## src/rtl/fdm_pkg.sv

```systemverilog
package fdm_pkg;
  parameter int FIELD_W = 2;
  parameter int MODE_W  = 2;

  typedef enum logic [MODE_W-1:0] {
    MODE_CLASSIC = 2'd0,
    MODE_FD      = 2'd1,
    MODE_FDBRS   = 2'd2
  } mode_t;

  localparam logic [FIELD_W-1:0] REQ_NONE    = 2'b00;
  localparam logic [FIELD_W-1:0] REQ_FD      = 2'b01;
  localparam logic [FIELD_W-1:0] REQ_FDBRS   = 2'b10;
  localparam logic [FIELD_W-1:0] REQ_CLASSIC = 2'b11;

  function automatic logic mode_allowed(mode_t m, logic [FIELD_W-1:0] ena);
    case (m)
      MODE_FD:    mode_allowed = (ena != 2'b00);
      MODE_FDBRS: mode_allowed = ena[1];
      default:    mode_allowed = 1'b1;
    endcase
  endfunction

  function automatic mode_t req_target(logic [FIELD_W-1:0] req);
    case (req)
      REQ_FD:    req_target = MODE_FD;
      REQ_FDBRS: req_target = MODE_FDBRS;
      default:   req_target = MODE_CLASSIC;
    endcase
  endfunction
endpackage

```

## src/rtl/fdm_field_reg.sv

```systemverilog
module fdm_field_reg
  import fdm_pkg::*;
(
  input  logic               clk,
  input  logic               rst,
  input  logic               wr_en,
  input  logic [FIELD_W-1:0] wr_req,
  input  logic [FIELD_W-1:0] wr_ena,
  input  logic               idle_pulse,
  input  logic               apply,
  output logic [FIELD_W-1:0] req_q,
  output logic [FIELD_W-1:0] ena_q
);
  always_ff @(posedge clk) begin
    if (rst) begin
      req_q <= REQ_NONE;
      ena_q <= '0;
    end else if (wr_en) begin
      req_q <= wr_req;
      ena_q <= wr_ena;
    end else if (apply) begin
      req_q <= REQ_NONE;
    end
  end

  assert_req_clear_R3: assert property (@(posedge clk) disable iff (rst)
    (apply && !wr_en) |=> (req_q == REQ_NONE));

  assert_req_retained_R5: assert property (@(posedge clk) disable iff (rst)
    (idle_pulse && !wr_en && !apply) |=> $stable(req_q));
endmodule

```

## src/rtl/fdm_mode_eval.sv

```systemverilog
module fdm_mode_eval
  import fdm_pkg::*;
(
  input  logic               idle_pulse,
  input  logic               wr_en,
  input  logic [FIELD_W-1:0] req_q,
  input  logic [FIELD_W-1:0] ena_q,
  input  mode_t              cur_mode,
  output logic               load,
  output logic               apply,
  output mode_t              next_mode
);
  logic  eval;
  logic  req_ok;
  logic  cur_ok;
  mode_t tgt;

  always_comb begin
    eval   = idle_pulse && !wr_en;
    tgt    = req_target(req_q);
    req_ok = (req_q != REQ_NONE) && mode_allowed(tgt, ena_q);
    cur_ok = mode_allowed(cur_mode, ena_q);
    apply  = eval && req_ok;
    load   = eval;
    if (apply)
      next_mode = tgt;
    else if (!cur_ok)
      next_mode = MODE_CLASSIC;
    else
      next_mode = cur_mode;
  end
endmodule

```

## src/rtl/fdm_mode_state.sv

```systemverilog
module fdm_mode_state
  import fdm_pkg::*;
(
  input  logic  clk,
  input  logic  rst,
  input  logic  load,
  input  mode_t next_mode,
  input  logic  idle_pulse,
  input  logic  wr_en,
  output mode_t mode_q,
  output logic  fd_q,
  output logic  brs_q
);
  always_ff @(posedge clk) begin
    if (rst) begin
      mode_q <= MODE_CLASSIC;
      fd_q   <= 1'b0;
      brs_q  <= 1'b0;
    end else if (load) begin
      mode_q <= next_mode;
      fd_q   <= (next_mode != MODE_CLASSIC);
      brs_q  <= (next_mode == MODE_FDBRS);
    end
  end

  assert_flags_match_R4: assert property (@(posedge clk) disable iff (rst)
    (fd_q == (mode_q != MODE_CLASSIC)) && (brs_q == (mode_q == MODE_FDBRS)));

  assert_hold_no_idle_R2: assert property (@(posedge clk) disable iff (rst)
    !idle_pulse |=> ($stable(mode_q) && $stable(fd_q) && $stable(brs_q)));

  assert_write_wins_R8: assert property (@(posedge clk) disable iff (rst)
    (idle_pulse && wr_en) |=> $stable(mode_q));

  assert_brs_needs_fd_R4: assert property (@(posedge clk) disable iff (rst)
    brs_q |-> fd_q);
endmodule

```

## src/rtl/fdm_mode_ctrl.sv

```systemverilog
module fdm_mode_ctrl
  import fdm_pkg::*;
(
  input  logic               clk,
  input  logic               rst,
  input  logic               wr_en,
  input  logic [FIELD_W-1:0] wr_req,
  input  logic [FIELD_W-1:0] wr_ena,
  input  logic               idle_pulse,
  output logic [MODE_W-1:0]  mode_o,
  output logic               fd_on_o,
  output logic               brs_on_o,
  output logic [FIELD_W-1:0] req_o,
  output logic [FIELD_W-1:0] ena_o
);
  logic [FIELD_W-1:0] req_q;
  logic [FIELD_W-1:0] ena_q;
  logic               load;
  logic               apply;
  mode_t              next_mode;
  mode_t              mode_q;
  logic               fd_q;
  logic               brs_q;

  fdm_field_reg u_fields (
    .clk(clk), .rst(rst), .wr_en(wr_en), .wr_req(wr_req), .wr_ena(wr_ena),
    .idle_pulse(idle_pulse), .apply(apply), .req_q(req_q), .ena_q(ena_q)
  );

  fdm_mode_eval u_eval (
    .idle_pulse(idle_pulse), .wr_en(wr_en), .req_q(req_q), .ena_q(ena_q),
    .cur_mode(mode_q), .load(load), .apply(apply), .next_mode(next_mode)
  );

  fdm_mode_state u_state (
    .clk(clk), .rst(rst), .load(load), .next_mode(next_mode),
    .idle_pulse(idle_pulse), .wr_en(wr_en),
    .mode_q(mode_q), .fd_q(fd_q), .brs_q(brs_q)
  );

  assign mode_o   = mode_q;
  assign fd_on_o  = fd_q;
  assign brs_on_o = brs_q;
  assign req_o    = req_q;
  assign ena_o    = ena_q;

  assert_classic_always_R7: assert property (@(posedge clk) disable iff (rst)
    (idle_pulse && !wr_en && req_q == REQ_CLASSIC) |=> (mode_o == 2'd0 && req_o == REQ_NONE));
endmodule

```

## config.mk

```make
export PLATFORM = sky130hd
export DESIGN_NAME = fdm_mode_ctrl
export DESIGN_NICKNAME = d
export VERILOG_FILES = /design/src/rtl/fdm_pkg.sv /design/src/rtl/fdm_field_reg.sv /design/src/rtl/fdm_mode_eval.sv /design/src/rtl/fdm_mode_state.sv /design/src/rtl/fdm_mode_ctrl.sv
export SDC_FILE = /design/constraint.sdc
export NUM_CORES = 1
export LEC_CHECK = 0
export BUFFER_PORTS_ARGS = -buffer_cell sky130_fd_sc_hd__buf_4
export CAP_MARGIN = 20
export CORE_AREA = 3 3 40 42
export DETAILED_ROUTE_END_ITERATION = 6
export DIE_AREA = 0 0 43 45
export GPL_ROUTABILITY_DRIVEN = 0
export PLACE_DENSITY = 0.66
export SYNTH_ARGS = -nofsm -noshare
export SYNTH_HDL_FRONTEND = slang
export SYNTH_SLANG_ARGS = --single-unit
```

## constraint.sdc

```tcl
create_clock -name clk -period 3.45 [get_ports clk]
set_input_delay 0.69 -clock clk [delete_from_list [all_inputs] [get_ports clk]]
set_output_delay 0.69 -clock clk [all_outputs]
set_load 0.05 [all_outputs]
```

# [After elaboration in Yosys (flattened, before gate mapping)]
# Index checks and enable logic that the tools add are counted.
[classes] n_eq_ne=7 muxes=7 reduce_logical=8
[op_table] cell="== test 2 bit (second input constant)" n=4
[op_table] cell="two-way mux 2 bit" n=4
[op_table] cell="nonzero test 2 bit" n=4
[op_table] cell="== test 2 x 1 -> 1 bit (second input constant)" n=3
[op_table] cell="case mux 1 bit (2 select lines)" n=2
[op_table] cell="case mux 2 bit (2 select lines)" n=1
[op_table] cell="logical AND 1 bit" n=3
[op_table] cell="zero test 1 bit" n=1
[totals] regBits=8 word_cells=27

# [Longest topological paths before layout]
# Gate-level depths: netlist of the first run.
[depth] depth_word=8 depth_mapped=6 mapped_depth_nobuf=6

# [Cells and area by module]
# Synthesis of the first run repeated with hierarchy kept, for this count alone.
[hier_totals] cells_unflattened=51 area_unflattened_um2=494.2
[by_module_without_submodules] module="fdm_mode_eval" instances=1 cells_each=22 area_each_um2=180.2
[by_module_without_submodules] module="fdm_mode_state" instances=1 cells_each=15 area_each_um2=171.4
[by_module_without_submodules] module="fdm_field_reg" instances=1 cells_each=14 area_each_um2=142.6

# [Least setup slack after synthesis of the first run]
# Ideal clock, no wire load.
[synth_timing] path_kind="flip-flop to flip-flop" from="reg u_fields.req_q[0]" to="reg u_state.fd_q" setup_time_ps=132 arrival_ps=2039 required_time_ps=3318 slack_ps=1279 path_stages_with_launch=7 n_path_buf=0 synth_period_minus_slack_ps=2171 path_cell_list="dfxtp_1 inv_1 ha_1 nor2b_1 a211o_2 a311oi_2 a211oi_1"
[synth_via] elab_chain_cells=8
[synth_lines] element="start: declaration" line_no="fdm_field_reg.sv:11" source="output logic [FIELD_W-1:0] req_q,"
[synth_lines] element="start signal: assignment" line_no="fdm_field_reg.sv:19" source="req_q <= wr_req;"
[synth_lines] element="== test 2 bit or == test 2 x 1 -> 1 bit (tied branches)" line_no="fdm_pkg.sv:25" source="case (req)"
[synth_lines] element="case mux 2 bit (2 select lines)" line_no="fdm_pkg.sv:25"
[synth_lines] element="== test 2 bit or == test 2 x 1 -> 1 bit (tied branches)" line_no="fdm_pkg.sv:17" source="case (m)"
[synth_lines] element="case mux 1 bit (2 select lines)" line_no="fdm_pkg.sv:17"
[synth_lines] element="logical AND 1 bit" line_no="fdm_mode_eval.sv:21" source="req_ok = (req_q != REQ_NONE) && mode_allowed(tgt, ena_q);"
[synth_lines] element="logical AND 1 bit" line_no="fdm_mode_eval.sv:23" source="apply = eval && req_ok;"
[synth_lines] element="two-way mux 2 bit *" line_no="fdm_mode_eval.sv:25" source="if (apply)"
[synth_lines] element="nonzero test 2 bit *" line_no="fdm_mode_state.sv:21" source="fd_q <= (next_mode != MODE_CLASSIC);"
[synth_lines] element="end signal: assignment" line_no="fdm_mode_state.sv:21"
[synth_lines] element="end: declaration" line_no="fdm_mode_state.sv:11" source="output logic fd_q,"
# Mark *: on every way between the ends. The rest lies on a longest branch, timed or not.
# A chain may end at the register's enable or synchronous reset.

# [Worst setup path after layout of the first run]
# Ends and elaborated chain as after synthesis.

==> impl_metrics.json, run 1 <==
{
  "via_count": 448,
  "start_util_pct": 39.6,
  "clock_skew_ns": 0.00437,
  "p_sw_share_pct": 32.6,
  "layout_commonest_cell": "buf_4",
  "placement_rows": 13,
  "netlist_area_um2": 509,
  "numClockSinks": 8,
  "fp.dieH_um": 45,
  "hold_buffers": 0,
  "clk_pin_slew_ns": 0.05,
  "ios": 16,
  "grt_pass1_wl_um": 1880,
  "worst-setup-path-type": "flop to flop",
  "netlist.top_cell.by_area": "dfxtp_1",
  "synth_seq_cells": 8,
  "cellPowerDensity_mw_per_mm2": 372,
  "grt_overflow": 0,
  "internal_power_w": 0.000164,
  "use_met2_pct": 22.2,
  "areaGrowthSynthToFinish_pct": 28.7,
  "grt_start_max_net_pins": 9,
  "crit_path_max_fanout": 7,
  "wl_per_cell_um": 11.8,
  "top_usage_layer": "met2",
  "port_buffers": 15,
  "hold_class": "flop to flop",
  "layout_common_cells": "15 x buf_4, 8 x dfxtp_1, 7 x nor2_1, 7 x ha_1, 5 x inv_1",
  "status": "completed",
  "hold_viol": 0,
  "clk-insertion-delay-late_ns": 0.25,
  "p_switching_w": 0.0000794,
  "cp.required_ns": 3.57,
  "clk_path_buf_depth": 2,
  "rsz0062_at_grt": "false",
  "dieWidth_um": 43,
  "max_cap_violations": 0,
  "pwr-share-seq_pct": 42.4,
  "post-route-min-period_ns": 1.88,
  "drt_wl_total_um": 1050,
  "min_period_over_period_pct": 54.5,
  "vdd_drop_max_uv": 187,
  "nFillCells": 125,
  "synth_flop_cell": "dfxtp_1",
  "drc": 0,
  "cts_setup_buffers": 0,
  "final.setup.tns_ns": 0,
  "grt_use_met3_pct": 3.98,
  "synth_edf_count": 0,
  "share_comb_of_total_power_pct": 28.7,
  "drt_first_pass_iters": 4,
  "postSynthAreaPerCell_um2": 8.78,
  "p_leak_nw": 0.297,
  "cp-end-kind": "flop",
  "final-setup-viol-count": 0,
  "cts_resized": 0,
  "final_max_slew_viol_count": 0,
  "viasPerCell": 5.03,
  "netlist_top_cells_area": "dfxtp_1 31%, ha_1 17%, mux2i_1 5.9%, a211oi_1 5.9%, nor2_1 5.2%",
  "cts_tree": "done",
  "grt_pass1_vias": 461,
  "track_usage_pct": 13.1,
  "clkPwrFrac_pct": 28.9,
  "critPathLaunchType": "flop",
  "ys.warnings.count": 0,
  "antennaDiodeCount": 0,
  "tightest_slew_ns": 0.408,
  "drtIter0Drc": 5,
  "htree_levels": 1,
  "cp.arrival_ns": 2.00,
  "final_area_um2": 656,
  "numCtsBuffers": 3,
  "ant_nets": 0,
  "final_nets": 91,
  "relSlewSlack_pct": 72.7,
  "multi_input_area_um2": 319,
  "die_area_mm2": 0.00194,
  "synth_nets": 73,
  "async_reset_ff_share_pct": 0,
  "place_hpwl_um": 816,
  "regArea_um2": 160,
  "grt_use_met1_pct": 14.7,
  "synth_top_area_share_pct": 31.4,
  "synth_cell_types": 23,
  "core-area_mm2": 0.00128,
  "clock-root-buffer": "clkbuf_4",
  "yosysSeqAreaShare_pct": 31.4,
  "antenna_found_initial": 0,
  "drive_gt1_share_pct": 29.7,
  "fmax_mhz": 531,
  "syn_inst": 58,
  "placed_area_um2": 633
}
logic make-up (layout without fill, tap and decap cells):
| family | after synthesis | in the layout | synth area share [%] |
|---|---|---|---|
| AND/OR/NAND/NOR | 17 | 17 | 17.0 |
| AO/OA/AOI/OAI | 15 | 15 | 22.6 |
| flip-flops | 8 | 8 | 31.4 |
| buffers and inverters | 8 | 24 | 5.90 |
| adder cells (fa/ha/maj) | 7 | 7 | 17.2 |
| multiplexers | 3 | 3 | 5.90 |
critical path, cell delays in order (launching register included):
cell and delay, ns:
dfxtp_1 0.37, inv_1 0.11, ha_1 0.31, nor2b_1 0.14, a211o_2 0.40, a311oi_2 0.31, a211oi_1 0.11
flip-flops by register name, summed over array words and instances (netlist names):
| name | flops |
|---|---|
| u_state.fd_q | 1 |
| u_fields.ena_q | 2 |
| u_fields.req_q | 2 |
| u_state.mode_q | 2 |
| u_state.brs_q | 1 |
through the flow:
step | hold slack, ns | utilization [%] | setup WS (ns) | instances | total power, W
after global routing | 0.588 | 51.0 | 1.43 | 89 | 0.000261
after detailed placement | 0.507 | 49.3 | 1.63 | 86 | 0.000175
after CTS | 0.523 | 51.0 | 1.57 | 89 | 0.000246
final | 0.520 | 51.0 | 1.57 | 89 | 0.000244
after floorplan | 0.713 | - | 1.28 | 58 | 0.000154
after global placement | 0.495 | 49.3 | 1.66 | 86 | 0.000174
routing by layer:
metal | up-vias | part of all wire, %
met3 | 2 | 6.7
met4 | 0 | 1.1
met2 | 14 | 48
met5 | - | 0
li1 | 237 | -
met1 | 195 | 44
synthesized netlist by cell type, drive strengths merged (2+ instances only):
cell	instances
nor3	2
ha	7
mux2i	3
dfxtp	8
nor2b	2
nand2	3
inv	6
a211oi	4
nor2	7
a21oi	3
o21ai	2
cell type report:
type,instances,area share [%]
Clock buffer,3,3.44
Timing Repair Buffer,15,17.2
Multi-Input combinational cell,42,48.7
Sequential cell,8,24.4
Tap cell,15,2.86
Inverter,6,3.44
power by group through the flow:
stage          Combinational (W)  Sequential, W  Clock (W)
2_1_floorplan          0.0000323       0.000122          0
3_3_place_gp           0.0000689       0.000105          0
3_5_place_dp           0.0000694       0.000105          0
4_1_cts                0.0000700       0.000103  0.0000728
5_1_grt                0.0000767       0.000104  0.0000802
6_report               0.0000699       0.000103  0.0000705
path summary, 6_finish.rpt:
kind,from,to,slack (ns),cells past startpoint
max,u_fields.req_q[0]$_SDFFE_PP0P_,u_state.fd_q$_SDFFE_PP0P_,1.57,6
min reg2reg,u_state.fd_q$_SDFFE_PP0P_,u_state.fd_q$_SDFFE_PP0P_,0.52,2
min,u_state.fd_q$_SDFFE_PP0P_,u_state.fd_q$_SDFFE_PP0P_,0.52,2
max reg2reg,u_fields.req_q[0]$_SDFFE_PP0P_,u_state.fd_q$_SDFFE_PP0P_,1.57,6
Power figures use the tool's default switching activity.
==> inputs of run 2 (changes only) <==
--- a/config.mk
+++ b/config.mk
@@ -11,7 +11,7 @@
 export DETAILED_ROUTE_END_ITERATION = 6
 export DIE_AREA = 0 0 43 45
 export GPL_ROUTABILITY_DRIVEN = 0
-export PLACE_DENSITY = 0.66
+export PLACE_DENSITY = 0.68
 export SYNTH_ARGS = -nofsm -noshare
 export SYNTH_HDL_FRONTEND = slang
 export SYNTH_SLANG_ARGS = --single-unit
==> constraint.sdc (replaced) <==
create_clock -name clk -period 1.7 [get_ports clk]
set_input_delay 0.34 -clock clk [delete_from_list [all_inputs] [get_ports clk]]
set_output_delay 0.34 -clock clk [all_outputs]
set_load 0.05 [all_outputs]
==> run 2 against run 1 <==
Net effect: cell area grew 13%; sequential power up 100%; total power rose by 120%; critical path type unchanged; critical endpoint is now u_state.brs_q$_SDFFE_PP0P_.
==> impl_metrics.json, run 2 (same netlist as run 1, synthesis figures left out) <==
{
  "tightest_slew_ns": 0.386,
  "die_area_mm2": 0.00194,
  "clk-insertion-delay-late_ns": 0.26,
  "via_count": 478,
  "track_usage_pct": 13.7,
  "placement_rows": 13,
  "fp.dieH_um": 45,
  "power_w": 0.000542,
  "drtIter0Drc": 4,
  "grt_overflow": 0,
  "crit_path_max_fanout": 5,
  "start_util_pct": 39.6,
  "grt_start_max_net_pins": 9,
  "drive_gt1_share_pct": 47.4,
  "clock-root-buffer": "clkbuf_4",
  "vdd_drop_max_uv": 499,
  "rsz0062_at_grt": "true",
  "numClockSinks": 8,
  "numCtsBuffers": 3,
  "layout_commonest_cell": "buf_4",
  "grt_pass1_vias": 460,
  "antennaDiodeCount": 0,
  "post-route-min-period_ns": 1.64,
  "drt_wl_total_um": 1190,
  "layout_common_cells": "15 x buf_4, 7 x nor2_1, 6 x ha_1, 4 x dfxtp_1",
  "worst-setup-path-type": "flop to flop",
  "p_leak_nw": 0.313,
  "areaGrowthSynthToFinish_pct": 45.2,
  "drc": 0,
  "drt_first_pass_iters": 3,
  "grt_pass1_wl_um": 1880,
  "largest_registers": "u_fields.ena_q (2), u_fields.req_q (2), u_state.mode_q (2)",
  "ant_nets": 0,
  "cp.arrival_ns": 1.82,
  "final_max_slew_viol_count": 0,
  "htree_levels": 1,
  "core-area_mm2": 0.00128,
  "final-setup-viol-count": 0,
  "critPathLaunchType": "flop",
  "hold_viol": 0,
  "hold_class": "primary input to flop",
  "max_cap_violations": 0,
  "clk_path_buf_depth": 2,
  "relSlewSlack_pct": 74.2,
  "clk_pin_slew_ns": 0.06,
  "dieWidth_um": 43,
  "wl_per_cell_um": 13.1,
  "cp.required_ns": 1.88,
  "dp_slack_ns": -0.00678,
  "ios": 16,
  "place_hpwl_um": 901,
  "final_nets": 92,
  "clock_skew_ns": 0.00698,
  "cts_setup_buffers": 0,
  "hold_slack_ns": 0.300,
  "fmax_mhz": 610,
  "timing.final.ws_setup_ns": 0.0605,
  "viasPerCell": 5.25,
  "cp-end-kind": "flop",
  "hold_buffers": 0,
  "port_buffers": 15,
  "min_period_over_period_pct": 96.4,
  "cellPowerDensity_mw_per_mm2": 733,
  "cts_tree": "done",
  "status": "completed",
  "antenna_found_initial": 0
}
## run 2: cell types whose count changed in the layout (fill, tap and decap cells not counted), sizes merged
| cell | change |
|---|---|
| buf | +1 |
| clkbuf | +1 |
## run 2: through the flow
| step | setup TNS [ns] | util, % | instances | instance area [um2] |
|---|---|---|---|---|
| 2_1_floorplan | -0.0697 | - | 58 | 539 |
| 3_3_place_gp | 0 | 52.2 | 87 | 671 |
| 3_5_place_dp | -0.00678 | 52.2 | 87 | 671 |
| 4_1_cts | 0 | 54.6 | 91 | 702 |
| 5_1_grt | -0.0149 | 57.5 | 91 | 739 |
| 6_report | 0 | 57.5 | 91 | 739 |
## run 2: power breakdown
| part | total, W | switching, W | internal (W) |
|---|---|---|---|
| registers | 0.000211 | 0.0000140 | 0.000197 |
| clock network | 0.000161 | 0.0000712 | 0.0000902 |
| logic | 0.000170 | 0.0000976 | 0.0000725 |
| total | 0.000542 | 0.000183 | 0.000360 |
## run 2: cell type report
cell class | instances | area (um2)
fill | 121 | 546
multi-input combinational | 42 | 370
sequential | 8 | 173
timing repair buffer | 16 | 124
inverter | 6 | 27.5
clock buffer | 4 | 26.3
tap | 15 | 18.8
## run 2: final timing paths
check             cells past startpoint                      startpoint  slack (ns)                              to
setup / recovery                      7  u_fields.req_q[1]$_SDFFE_PP0P_        0.06      u_state.brs_q$_SDFFE_PP0P_
hold / removal                        2                             rst        0.30  u_fields.req_q[0]$_SDFFE_PP0P_
setup reg to reg                      7  u_fields.req_q[1]$_SDFFE_PP0P_        0.06      u_state.brs_q$_SDFFE_PP0P_
hold reg to reg                       2       u_state.fd_q$_SDFFE_PP0P_        0.51       u_state.fd_q$_SDFFE_PP0P_
## run 2: critical path, cell delays in order, from the launching register on
cell and delay (ns):
dfxtp_4 0.37, inv_4 0.05, ha_4 0.23, nor2b_4 0.13
a211o_4 0.36, buf_6 0.13, nand3b_1 0.15, a21oi_1 0.15
## run 2: per-layer routing
metal | wire (um) | track usage, % | share of wire [%] | up-vias
met1 | 547 | 14.8 | 46 | 219
met5 | 0 | 0 | 0 | -
met4 | 31 | 10.8 | 2.6 | 0
li1 | - | - | - | 242
met3 | 57 | 3.59 | 4.8 | 4
met2 | 553 | 22.8 | 46 | 13
## run 2: timing repair
action                                  in CTS  in global routing
cloned                                       0                  0
gates resized for setup                      1                  8
endpoints found under the setup margin       2                  4
pin swaps                                    1                  3
==> inputs of run 3 (changes only) <==
--- a/config.mk
+++ b/config.mk
@@ -11,7 +11,7 @@
 export DETAILED_ROUTE_END_ITERATION = 6
 export DIE_AREA = 0 0 43 45
 export GPL_ROUTABILITY_DRIVEN = 0
-export PLACE_DENSITY = 0.68
+export PLACE_DENSITY = 0.66
 export SYNTH_ARGS = -nofsm -noshare
 export SYNTH_HDL_FRONTEND = slang
 export SYNTH_SLANG_ARGS = --single-unit
==> constraint.sdc (replaced) <==
create_clock -name clk -period 2 [get_ports clk]
set_input_delay 0.4 -clock clk [delete_from_list [all_inputs] [get_ports clk]]
set_output_delay 0.4 -clock clk [all_outputs]
set_load 0.05 [all_outputs]
==> run 3 against run 2 <==
Net effect: clock skew decreased by 0.00072 ns; via count decreased by 2.3%; critical endpoint is now u_state.mode_q[1]$_SDFFE_PP0P_; worst hold slack improved by 0.042 ns; largest power group unchanged; maximum frequency decreased by 12%.
==> impl_metrics.json, run 3 (same netlist as run 1, synthesis figures left out) <==
{
  "largest_registers": "u_fields.ena_q (2), u_fields.req_q (2), u_state.mode_q (2)",
  "grt_pass1_wl_um": 1900,
  "place_hpwl_um": 878,
  "layout_commonest_cell": "buf_4",
  "grt_start_max_net_pins": 9,
  "dieWidth_um": 43,
  "vdd_drop_max_uv": 332,
  "antenna_found_initial": 0,
  "track_usage_pct": 13.6,
  "ios": 16,
  "grt_pass1_vias": 473,
  "areaGrowthSynthToFinish_pct": 29.5,
  "rsz0062_at_grt": "false",
  "worst-setup-path-type": "flop to flop",
  "timing.final.ws_setup_ns": 0.145,
  "hold_viol": 0,
  "drt_wl_total_um": 1100,
  "grt_overflow": 0,
  "drc": 0,
  "whs_path_depth": 2,
  "cp-end-kind": "flop",
  "relSlewSlack_pct": 72.8,
  "core-area_mm2": 0.00128,
  "cp.required_ns": 2.17,
  "start_util_pct": 39.6,
  "final_max_slew_viol_count": 0,
  "dp_slack_ns": 0.178,
  "min_period_over_period_pct": 92.8,
  "die_area_mm2": 0.00194,
  "final_nets": 91,
  "final-setup-viol-count": 0,
  "ant_nets": 0,
  "fp.dieH_um": 45,
  "hold_class": "primary input to flop",
  "final.setup.tns_ns": 0,
  "drtIter0Drc": 10,
  "via_count": 467,
  "viasPerCell": 5.25,
  "numClockSinks": 8,
  "tightest_slew_ns": 0.407,
  "drive_gt1_share_pct": 33.8,
  "crit_path_max_fanout": 7,
  "post-route-min-period_ns": 1.86,
  "reg2reg_depth": 6,
  "clk_path_buf_depth": 2,
  "hold_slack_ns": 0.341,
  "port_buffers": 15,
  "htree_levels": 1,
  "antennaDiodeCount": 0,
  "cp.arrival_ns": 2.02,
  "critPathLaunchType": "flop",
  "fmax_mhz": 539,
  "numCtsBuffers": 3,
  "p_leak_nw": 0.298,
  "status": "completed",
  "clk_pin_slew_ns": 0.06,
  "placement_rows": 13,
  "wl_per_cell_um": 12.4,
  "layout_common_cells": "15 x buf_4, 7 x nor2_1, 7 x ha_1, 5 x inv_1, 5 x dfxtp_1",
  "cellPowerDensity_mw_per_mm2": 654,
  "clk-insertion-delay-late_ns": 0.26,
  "clock-root-buffer": "clkbuf_4",
  "cts_tree": "done",
  "clock_skew_ns": 0.00627,
  "max_cap_violations": 0,
  "drt_first_pass_iters": 4
}
==> run 3: final timing paths <==
| path | from | slack (ns) | to |
|---|---|---|---|
| worst max register to register | u_fields.req_q[0]$_SDFFE_PP0P_ | 0.14 | u_state.mode_q[1]$_SDFFE_PP0P_ |
| worst min register to register | u_state.fd_q$_SDFFE_PP0P_ | 0.52 | u_state.fd_q$_SDFFE_PP0P_ |
| worst min-delay path | rst | 0.34 | u_fields.req_q[1]$_SDFFE_PP0P_ |
| worst max-delay path | u_fields.req_q[0]$_SDFFE_PP0P_ | 0.14 | u_state.mode_q[1]$_SDFFE_PP0P_ |
==> run 3: timing repair <==
item / CTS / global route
gates resized for setup: 0 / 1
setup buffers: 0 / 0
hold buffers: 0 / 0
setup endpoints to repair: 0 / 1
==> run 3: metrics by stage <==
step           instance area, um2  util [%]  total power [W]  instances
6_report                      659      51.3         0.000432         89
3_3_place_gp                  636      49.5         0.000301         86
2_1_floorplan                 512         -         0.000266         58
5_1_grt                       659      51.3         0.000451         89
4_1_cts                       658      51.2         0.000434         89
3_5_place_dp                  636      49.5         0.000303         86
==> run 3: critical path, stage by stage (launching register included) <==
cell	delay (ns)
dfxtp_2	0.36
inv_1	0.09
ha_1	0.31
nor2b_1	0.15
a211o_2	0.40
mux2i_1	0.16
a211oi_1	0.29
==> run 3: power by group <==
part	leakage, nW	switching [W]	total (W)	internal, W
combinational	0.217	0.0000746	0.000121	0.0000464
clock	0.0138	0.0000620	0.000131	0.0000692
sequential	0.0669	0.0000100	0.000179	0.000169
==> run 3: final cells by class <==
cell class              count  area (um2)
well taps                  15        18.8
repair buffers             15         113
flip-flops and latches      8         164
clock buffers               3        22.5
multi-input cells          42         319
fillers                   129         626
inverters                   6        22.5
==> run 3: per-layer routing <==
metal	wire length [um]	vias to the layer above	GRT usage, %
met2	503	15	22.5
li1	-	234	-
met3	60	5	2.39
met1	498	213	14.7
met5	0	-	0
met4	42	0	12.7
